<file path="config.mk">
export PLATFORM = sky130hd
export DESIGN_NAME = pwm_quad_gen
export DESIGN_NICKNAME = d
export VERILOG_FILES = /design/src/rtl/pwm_quad_pkg.sv /design/src/rtl/pwm_prescaler.sv /design/src/rtl/pwm_timebase.sv /design/src/rtl/pwm_channel.sv /design/src/rtl/pwm_quad_gen.sv
export SDC_FILE = /design/constraint.sdc
export NUM_CORES = 1
export LEC_CHECK = 0
export BUFFER_PORTS_ARGS = -buffer_cell sky130_fd_sc_hd__buf_2
export CORE_MARGIN = 2
export CORE_UTILIZATION = 38
export DETAILED_ROUTE_END_ITERATION = 10
export PLACE_DENSITY = 0.65
export SYNTH_ARGS = -nofsm -noshare
export SYNTH_HDL_FRONTEND = slang
export SYNTH_SLANG_ARGS = --single-unit
</file>
<file path="constraint.sdc">
create_clock -name clk -period 2 [get_ports clk]
set_input_delay 0.1 -clock clk [delete_from_list [all_inputs] [get_ports clk]]
set_output_delay 0.1 -clock clk [all_outputs]
set_load 0.05 [all_outputs]
</file>
<file path="src/rtl/pwm_quad_pkg.sv">
package pwm_quad_pkg;
  localparam int SEL_W = 3;
  localparam int PRE_W = (1 << SEL_W) - 1;

  function automatic logic [PRE_W-1:0] div_mask(input logic [SEL_W-1:0] sel);
    logic [PRE_W-1:0] m;
    m = '0;
    for (int i = 0; i < PRE_W; i++) if (i < int'(sel)) m[i] = 1'b1;
    return m;
  endfunction

  function automatic logic in_window(input logic [9:0] c, input logic [9:0] lo,
                                     input logic [9:0] hi);
    return (c >= lo) && (c < hi);
  endfunction
endpackage

</file>
<file path="src/rtl/pwm_prescaler.sv">
module pwm_prescaler
  import pwm_quad_pkg::*;
(
  input  logic             clk,
  input  logic             rst_n,
  input  logic             clr,
  input  logic             adv,
  input  logic [SEL_W-1:0] sel,
  output logic             tick
);
  logic [PRE_W-1:0] pre_q;
  logic [PRE_W-1:0] mask;

  assign mask = div_mask(sel);
  assign tick = adv && ((pre_q & mask) == mask);

  always_ff @(posedge clk) begin
    if (!rst_n || clr) pre_q <= '0;
    else if (adv)      pre_q <= pre_q + 1'b1;
  end


  tick_rate_chk: assert property (@(posedge clk) disable iff (!rst_n)
    (tick && sel != '0 && !clr && $stable(sel)) |=> !tick);
endmodule

</file>
<file path="src/rtl/pwm_timebase.sv">
module pwm_timebase #(
  parameter int CW = 10
) (
  input  logic          clk,
  input  logic          rst_n,
  input  logic          run,
  input  logic          oneshot,
  input  logic          tick,
  input  logic [CW-1:0] top,
  input  logic [CW-1:0] shots,
  output logic [CW-1:0] cnt_q,
  output logic          halt_q,
  output logic          live,
  output logic          wrap_ev
);
  logic [CW-1:0] per_q;

  assign live    = run && !halt_q;
  assign wrap_ev = live && tick && (cnt_q >= top);

  always_ff @(posedge clk) begin
    if (!rst_n || !run) begin
      cnt_q  <= '0;
      per_q  <= '0;
      halt_q <= 1'b0;
    end else if (live && tick) begin
      if (wrap_ev) begin
        cnt_q <= '0;
        if (oneshot) begin
          if (per_q >= shots) halt_q <= 1'b1;
          else                per_q  <= per_q + 1'b1;
        end
      end else begin
        cnt_q <= cnt_q + 1'b1;
      end
    end
  end


  wrap_chk: assert property (@(posedge clk) disable iff (!rst_n)
    (wrap_ev) |=> cnt_q == '0);

  hold_chk: assert property (@(posedge clk) disable iff (!rst_n)
    (live && !tick) |=> $stable(cnt_q));

  halt_zero_chk: assert property (@(posedge clk) disable iff (!rst_n)
    halt_q |-> cnt_q == '0);

  cont_no_done_chk: assert property (@(posedge clk) disable iff (!rst_n)
    (run && !oneshot && !halt_q) |=> !halt_q);

  run_low_chk: assert property (@(posedge clk) disable iff (!rst_n)
    !run |=> (cnt_q == '0 && !halt_q));
endmodule

</file>
<file path="src/rtl/pwm_channel.sv">
module pwm_channel
  import pwm_quad_pkg::*;
#(
  parameter int CW = 10
) (
  input  logic          clk,
  input  logic          rst_n,
  input  logic          live,
  input  logic [CW-1:0] cnt,
  input  logic [CW-1:0] top,
  input  logic [CW-1:0] lo,
  input  logic [CW-1:0] hi,
  input  logic          en,
  input  logic          inv,
  output logic          out
);
  logic act;

  assign act = live && en && in_window(cnt, lo, hi);
  assign out = act ^ inv;


  start_beyond_chk: assert property (@(posedge clk) disable iff (!rst_n)
    (lo > top && cnt <= top) |-> out == inv);

  en_off_chk: assert property (@(posedge clk) disable iff (!rst_n)
    !en |-> out == inv);

  stop_beyond_chk: assert property (@(posedge clk) disable iff (!rst_n)
    (live && en && hi > top && cnt >= lo && cnt <= top) |-> out == !inv);
endmodule

</file>
<file path="src/rtl/pwm_quad_gen.sv">
module pwm_quad_gen
  import pwm_quad_pkg::*;
#(
  parameter int CH = 4,
  parameter int CW = 10
) (
  input  logic             clk,
  input  logic             rst_n,
  input  logic             run,
  input  logic             oneshot,
  input  logic [SEL_W-1:0] div_sel,
  input  logic [CW-1:0]    period_max,
  input  logic [CW-1:0]    shot_cycles,
  input  logic [CH-1:0]    ch_enable,
  input  logic [CH-1:0]    ch_invert,
  input  logic [CH*CW-1:0] ch_start,
  input  logic [CH*CW-1:0] ch_stop,
  output logic [CH-1:0]    pwm_out,
  output logic             done,
  output logic [CW-1:0]    count
);
  logic tick, live, halt_q, wrap_ev;
  logic [CW-1:0] cnt_q;

  pwm_prescaler u_pre (
    .clk(clk), .rst_n(rst_n), .clr(!run), .adv(live), .sel(div_sel), .tick(tick)
  );

  pwm_timebase #(.CW(CW)) u_tb (
    .clk(clk), .rst_n(rst_n), .run(run), .oneshot(oneshot), .tick(tick),
    .top(period_max), .shots(shot_cycles), .cnt_q(cnt_q), .halt_q(halt_q),
    .live(live), .wrap_ev(wrap_ev)
  );

  for (genvar g = 0; g < CH; g++) begin : g_ch
    pwm_channel #(.CW(CW)) u_ch (
      .clk(clk), .rst_n(rst_n), .live(live), .cnt(cnt_q), .top(period_max),
      .lo(ch_start[g*CW +: CW]), .hi(ch_stop[g*CW +: CW]),
      .en(ch_enable[g]), .inv(ch_invert[g]), .out(pwm_out[g])
    );
  end

  assign done  = halt_q;
  assign count = cnt_q;


  done_idle_chk: assert property (@(posedge clk) disable iff (!rst_n)
    done |-> pwm_out == ch_invert);

  idle_run_low_chk: assert property (@(posedge clk) disable iff (!rst_n)
    !run |-> pwm_out == ch_invert);

  wrap_seen_chk: assert property (@(posedge clk) disable iff (!rst_n)
    (wrap_ev && !oneshot) |=> (count == '0 && !done));
endmodule

</file>
* Word level (Yosys, flattened, before mapping)
Index checks and enable logic that the tools add are counted.
Word-level totals: flip-flop bits (word level) 28, output and inout bits 15, bits of input ports 115, word-level logic and storage cells 61
Operators by class: mux-type cells 8, magnitude comparators 17, equal/unequal tests 1, bitwise operators 6, add/subtract/negate cells 3, reductions and logical operators 22
Operators by type and width (number):
- greater-or-equal comparator 10 bit | 6
- < comparator 10 bit | 4
- adder 10 x 1 -> 10 bit (second input constant) | 2
- logical AND 1 bit | 16
- two-way mux 10 bit | 1
- < comparator 3 bit (first input constant) | 3
- AND reduction 4 bit | 2
- adder 7 x 1 -> 7 bit (second input constant) | 1
- bitwise AND 7 bit | 1
- == test 7 bit | 1
- two-way mux 1 bit | 7
- < comparator 1 x 3 -> 1 bit (first input constant) | 2
- < comparator 2 x 3 -> 1 bit (first input constant) | 2
- XOR 1 bit | 4
- zero test 1 bit | 3
- logical OR 1 bit | 1
- NOT 1 bit | 1

* Longest topological paths before layout
Gate-level depths: netlist of the first run.
depth in word-level cells 8, mapped depth 10, mapped depth without buffers 8

* Hierarchy
From an unflattened synthesis of the first run, not the netlist that was laid out.
Unflattened totals: cells, all modules 492, area total of the unflattened synthesis 3822.4 sq um
By module, submodules not included:
- pwm_channel | cells an instance 67, area an instance 494.2 sq um, sequential area each 0.0 sq um, instances 4
- pwm_timebase | cells an instance 183, area an instance 1497.7 sq um, sequential area each 420.4 sq um, instances 1
- pwm_prescaler | cells an instance 40, area an instance 344.1 sq um, sequential area each 140.1 sq um, instances 1
- pwm_quad_gen | cells an instance 1, area an instance 3.8 sq um, sequential area each 0.0 sq um, instances 1

* Worst setup path after synthesis of the first run
No wires, ideal clock.
path kind flip-flop to output port, from register u_tb.cnt_q[0], to output port pwm_out[2], data required time 1.900 ns, arrival 2.513 ns, path slack -0.613 ns, buffers on the path 2, stages on the path, launching flop included 11, cells stage by stage dfxtp_1 buf_2 inv_1 ha_1 nand2b_1 a21o_1 a2111oi_0 o31ai_1 o311ai_0 xnor2_1 buf_4
On the way: cells in the longest elaborated chain, start to end 4, elaborated cells between the ends (all ways) 5, those cells by class order compare (2); bitwise (1); reduce/logical (2)
RTL lines:
- start: declaration | RTL line pwm_timebase.sv:11 | output logic [CW-1:0] cnt_q,
- start signal: assignment | RTL line pwm_timebase.sv:34 | cnt_q <= cnt_q + 1'b1;
- greater-or-equal comparator 10 bit / < comparator 10 bit (equally long branches) | RTL line pwm_quad_pkg.sv:14 | return (c >= lo) && (c < hi);
- logical AND 1 bit (*) | RTL line pwm_quad_pkg.sv:14
- logical AND 1 bit (*) | RTL line pwm_channel.sv:19 | assign act = live && en && in_window(cnt, lo, hi);
- XOR 1 bit (*) | RTL line pwm_channel.sv:20 | assign out = act ^ inv;
- end: declaration | RTL line pwm_quad_gen.sv:18 | output logic [CH-1:0] pwm_out,
Mark *: on every way between the ends. The rest lies on a longest branch, timed or not.

* Final worst setup path of the first run
from register u_tb.cnt_q[1], to output port pwm_out[2]
Same word-level chain as after synthesis.

==> impl_results.md, run 1 <==
* H-tree depth at 1
* Clock tree buffer depth at 2
* CTS clk-pin slew, worst paths at 100 ps
* Die Y at 105 µm
* Fin crit share at 1.17
* Yosys reg bits at 28
* Row count at 36
* FF/Latch Area at 596 µm²
* Port Buf Inserts at 129
* Clk sinks at 28
* Clk_skew at 3.53 ps
* Final Slew Violations at 0
* CTS Root Cell: clkbuf_8
* Final Critical Period at 2330 ps
* VDD IR max at 0.273 mV
* Per-cell routed wire length at 15.0 µm
* Area of the multi-input gates at 3520 µm²
* Routed vias/inst at 5.17
* Final nets at 880
* First-pass GRT wire length at 18,800 µm
* Core area at 9860 µm²
* DRT iter0 DRCs at 145
* Via count at 4,123
* Boundary Pins at 130
* Post-synth top area share at 0.318
* Fmax achieved at 429 MHz
* Failing checks: setup timing
* Placer Congestion at 0.904
* Die area at 11,100 µm²
* Max-cap viol count at 0
* Post-synthesis xor/xnor area fraction at 0.0428
* Synth area leaders: ha_1 (32%), dfxtp_1 (14%), inv_1 (9.6%), a21oi_1 (3.9%), a21o_1 (3.1%)
* Share of layout cells above drive strength 1 at 0.395
* Ant. Diodes at 0
* Compound-Gate Fraction of Synth Area at 0.178
* Vias in the first global route at 4,193
* Critical Path, Cell by Cell: ha_1 -> a21boi_0 -> o21a_1 -> a2111oi_4 -> o311ai_2 -> xnor2_1 -> buf_4
* Slew @ Worst Pin at 572 ps
* Mapped Nets at 714
* Worst Path Arrival at 2230 ps
* Final hold viol count at 0
* Slowest cell on the critical path: dfxtp_4
* Synth area leader: ha_1
* Worst endpoint required time at 1900 ps
* Unrepaired setup endpoints after global routing: yes
* Top-count cell post-synth: inv_1
* Area delta synth->final at 49.9%
* Post-route setup TNS at -6550 ps
* Synthesized area at 3890 µm²
* Post-synth top cells: inv_1 (100), ha_1 (99), a21oi_1 (30)
* Antenna-violating nets left at 0
* Top_reg_cell synth: dfxtp_1
* WS Path Type: flip-flop to output pin
* CP endpoint kind: output pin
* PwrDens at 234 nW/µm²
* Adder-cell share of the synthesized area at 0.318
* Share of flip-flops with an asynchronous set or reset at 0
* Cts bufs inserted at 3
* Static Leakage at 3.13 nW
* Pre-Repair DR Iteration Count at 5
* Multiplexer share of the synthesized area at 0.0154
* Seq/Total Area, Yosys at 0.144
* Total Routing Usage GR at 0.204
* Crit path max-delay family: compound AO/OA/AOI/OAI gates
* Drt total wl at 12,000 µm
* Cts hold-fix bufs at 0
* Crit path max fanout at 5
* Drc violations at 0
* Die width at 105 µm
* Gate Count Post-Synth at 500
* Slew HR at 0.618
* Status: finished with violations
* Post-synth EDFFs at 0
* Filler Cells Inserted at 841
* Main combinational cell family by area after synthesis: adder cells
* CP bufs+invs at 1
* Initial antenna violation count at 0
* Initial core utilization at 0.395
* Layout Utilization at 0.591
* Slowest cell delay on critical path at 390 ps
* Largest net degree at the start of global routing at 16
* Grt total ovfl at 0
* Critical Path Start Type: flip-flop
* Worst min path class: primary input to flip-flop
* Synth Area per Inst at 7.78 µm²
* CTS tree: yes
* Final setup fails at 25
* Final worst slack at -330 ps
* Post-DP HPWL at 8960 µm
* Synth unique cells at 44
* Clk_lat worst skew at 280 ps
* YS warnings at 0
* Simple-gate portion of the synthesized area at 0.184
[worst register-to-register path: cells and delay by family (launching register included)]
kind / cells / cell delay [ps]
adders and majority gates: 1 / 280
AOI/OAI and AO/OA: 2 / 500
and+or+nand+nor: 2 / 540
DFF: 1 / 400
muxes: 1 / 150
buffers and inverters: 2 / 330
[per-stage QoR]
stage	area (µm²)	setup WS, ps	total power [mW]	std cells	hold WS (ps)
5_1_grt	5830	-420	1.44	798	159
3_5_place_dp	4950	-187	0.937	779	433
6_report	5830	-330	1.37	798	165
3_3_place_gp	4950	-151	0.928	779	433
2_1_floorplan	3960	-232	0.778	500	262
4_1_cts	5400	-311	1.33	792	148
[logic make-up after synthesis]
logic type / after synthesis
simple gates: 133
flops: 28
fa+ha+maj: 99
xor+xnor: 19
buf+inv: 113
mux: 6
compound gates: 102
[cells in the final DEF (no fill, tap or decap), drive strengths merged, types with 2 or more instances in the layout]
master | netlist | layout
nor4 | 7 | 7
nor2 | 28 | 28
nand2 | 26 | 26
xnor2 | 13 | 13
nor2b | 8 | 8
a21boi | 3 | 3
a41o | 5 | 5
nor3 | 3 | 3
and4b | 2 | 2
o31ai | 3 | 3
clkbuf | 3 | 5
o21a | 4 | 4
buf | 10 | 172
o21ai | 16 | 16
and3 | 3 | 3
a2111oi | 5 | 5
ha | 99 | 99
inv | 100 | 100
nand3 | 8 | 8
and4 | 5 | 5
dfxtp | 28 | 28
xor2 | 6 | 6
o311ai | 3 | 3
nand4 | 19 | 19
a31oi | 7 | 7
a21oi | 30 | 30
a211oi | 7 | 7
a21o | 16 | 16
mux2i | 6 | 6
nand2b | 19 | 20
[area by class of cell]
cell class / count / share of cell area
Multi-Input combinational cell: 360 / 0.604
Timing Repair Buffer: 173 / 0.191
Sequential cell: 28 / 0.102
Inverter: 100 / 0.0652
Tap cell: 133 / 0.0285
Clock buffer: 4 / 0.00944
[worst paths after layout]
check                              startpoint  slack (ps)            end  cells past startpoint
worst min register to register  u_tb.per_q[0]         510  u_tb.per_q[0]                      2
worst max-delay path            u_tb.cnt_q[1]        -330     pwm_out[2]                      7
worst max register to register  u_tb.cnt_q[4]        -300  u_tb.per_q[2]                      8
worst min-delay path                  oneshot         170    u_tb.halt_q                      3
[state kept, by name, indices dropped and copies added (netlist names)]
register	count
u_tb.per_q	10
u_tb.halt_q	1
u_pre.pre_q	7
u_tb.cnt_q	10
[what timing repair did]
action	CTS	global route
setup buffers	8	5
pin swaps	35	26
endpoints found under the setup margin	24	25
cloned	1	1
resized for setup	59	55
[power breakdown]
part           internal [mW]  total, mW  switching (mW)  leakage, nW
logic                  0.221      0.452           0.231         2.87
clock network          0.177      0.364           0.188       0.0288
registers              0.547      0.551         0.00332        0.234
total                  0.945       1.37           0.422         3.13
[metal layers]
layer	vias to the layer above	track usage	wire, µm
met3	19	0.0284	450
met4	0	0.0533	175
met1	1932	0.251	5250
li1	2074	-	-
met2	98	0.371	6090
met5	-	0	0
Power figures use the tool's default switching activity.
==> inputs of run 2 (changes only) <==
--- a/config.mk
+++ b/config.mk
@@ -9,6 +9,7 @@
 export CORE_MARGIN = 2
 export CORE_UTILIZATION = 38
 export DETAILED_ROUTE_END_ITERATION = 10
+export MAX_ROUTING_LAYER = met4
 export PLACE_DENSITY = 0.65
 export SYNTH_ARGS = -nofsm -noshare
 export SYNTH_HDL_FRONTEND = slang
==> run 2 against run 1 <==
The flow still finishes with violations (setup timing). Via count down 0.65%. Cell count shrank 0.13%. Die area unchanged. Worst setup slack worse by 7.1 ps. Total power fell by 0.20%. Cell area shrank 1.7%. Critical path type unchanged. Largest cell class unchanged. Largest power group unchanged.
==> impl_results.md, run 2 (synthesized netlist as in run 1, its figures left out) <==
* Final setup fails at 25
* Die area at 11,100 µm²
* VDD IR max at 0.309 mV
* Fmax achieved at 428 MHz
* Row count at 36
* CTS clk-pin slew, worst paths at 100 ps
* Post-DP HPWL at 8960 µm
* Final Slew Violations at 0
* Clock share of power at 0.270
* Layout Utilization at 0.581
* Worst min path class: primary input to flip-flop
* Status: finished with violations
* DRT iter0 DRCs at 159
* Finished Layout Cells at 797
* Pre-Repair DR Iteration Count at 5
* Clk sinks at 28
* Post-route setup TNS at -6560 ps
* Boundary Pins at 130
* Sw Ratio at 0.310
* Slew @ Worst Pin at 585 ps
* Final hold viol count at 0
* Die Y at 105 µm
* Commonest non-fill, non-tap cell in the layout: buf_2
* Clk_skew at 6.31 ps
* Port Buf Inserts at 129
* Ant. Diodes at 0
* Slew HR at 0.610
* Initial core utilization at 0.395
* Critical Path Start Type: flip-flop
* CTS Root Cell: clkbuf_8
* Share of layout cells above drive strength 1 at 0.387
* Area delta synth->final at 47.3%
* Worst Setup SP: u_tb.cnt_q[8]
* WS Path Type: flip-flop to output pin
* Most frequent cells in the layout: buf_2 (125), inv_1 (99), ha_1 (80)
* Worst hold start: oneshot
* Crit path max fanout at 5
* Pint at 941 µW
* Via count at 4,096
* Routed vias/inst at 5.14
* Static Leakage at 3.12 nW
* Cell total after placement at 779
* Worst endpoint required time at 1900 ps
* Final Critical Period at 2340 ps
* Unrepaired setup endpoints after global routing: yes
* Final nets at 879
* Initial antenna violation count at 0
* Cts bufs inserted at 3
* Fin crit share at 1.17
* Worst Path Arrival at 2240 ps
* Largest net degree at the start of global routing at 16
* Per-cell routed wire length at 14.8 µm
* Die width at 105 µm
* Placer Congestion at 0.920
* CTS tree: yes
* Power, Total at 1.36 mW
* CP endpoint kind: output pin
* Comb power frac at 0.326
* Failing checks: setup timing
* First-pass GRT wire length at 18,800 µm
* Drt total wl at 11,800 µm
* Total Routing Usage GR at 0.210
* Antenna-violating nets left at 0
* Core area at 9860 µm²
* Switch Pwr at 423 µW
* PwrDens at 238 nW/µm²
* Clk_lat worst skew at 280 ps
* Grt total ovfl at 0
* Clock tree buffer depth at 2
* Largest registers: u_tb.cnt_q: 10 flops, u_tb.per_q: 10 flops, u_pre.pre_q: 7 flops
* H-tree depth at 1
* Max-cap viol count at 0
* Drc violations at 0
* RR Startpoint: u_tb.cnt_q[4]
* Vias in the first global route at 4,198
* Final worst slack at -337 ps
* Sequential Power Share at 0.404
-- run 2: final cells by class --
type | instances | area, µm²
inverter | 100 | 380
tap | 133 | 166
multi-input combinational | 360 | 3450
fill | 858 | 4130
sequential | 28 | 596
clock buffer | 4 | 55.1
timing repair buffer | 172 | 1090
-- run 2: worst paths after layout --
check / slack [ps] / cells past startpoint / to
worst min-delay path: 160 / 3 / u_tb.per_q[0]
worst min register to register: 510 / 2 / u_tb.per_q[0]
worst max-delay path: -340 / 7 / pwm_out[1]
worst max register to register: -320 / 8 / u_tb.per_q[4]
-- run 2: worst max-delay path, stage by stage, from the launching register on --
cell	delay (ps)
dfxtp_4	380
ha_1	300
a21oi_1	180
o22ai_2	130
nor4b_4	390
o311ai_4	180
xnor2_1	170
buf_4	210
-- run 2: power groups by stage --
stage                     Sequential [mW]  Combinational (mW)  Clock (mW)
after global routing                0.552               0.498       0.397
after global placement              0.573               0.355           0
after floorplan                     0.573               0.205           0
after detailed placement            0.573               0.364           0
final                               0.551               0.445       0.368
after CTS                           0.553               0.406       0.369
-- run 2: routing by layer --
layer  share of wire  GRT usage  up-vias  routed length, µm
li1                -          -     2076                  -
met1            0.44      0.253     1887               5180
met2            0.51      0.371      118               5980
met3           0.040     0.0266       15                475
met4           0.015     0.0533        0                176
met5               0          -        -                  0
-- run 2: timing repair --
action | in CTS | in global routing
pin swaps | 35 | 23
buffers inserted | 8 | 5
resized for setup | 59 | 46
endpoints found under the setup margin | 24 | 25
cloned | 1 | 0
hold buffers | 0 | 0
endpoints found under the hold margin | 0 | 0
-- run 2: per-stage QoR --
stage	setup slack [ps]	hold WS [ps]	cell area, µm²
finish	-337	157	5730
detailed placement	-187	433	4950
CTS	-311	148	5400
global placement	-151	433	4950
global route	-430	155	5730
floorplan	-232	262	3960
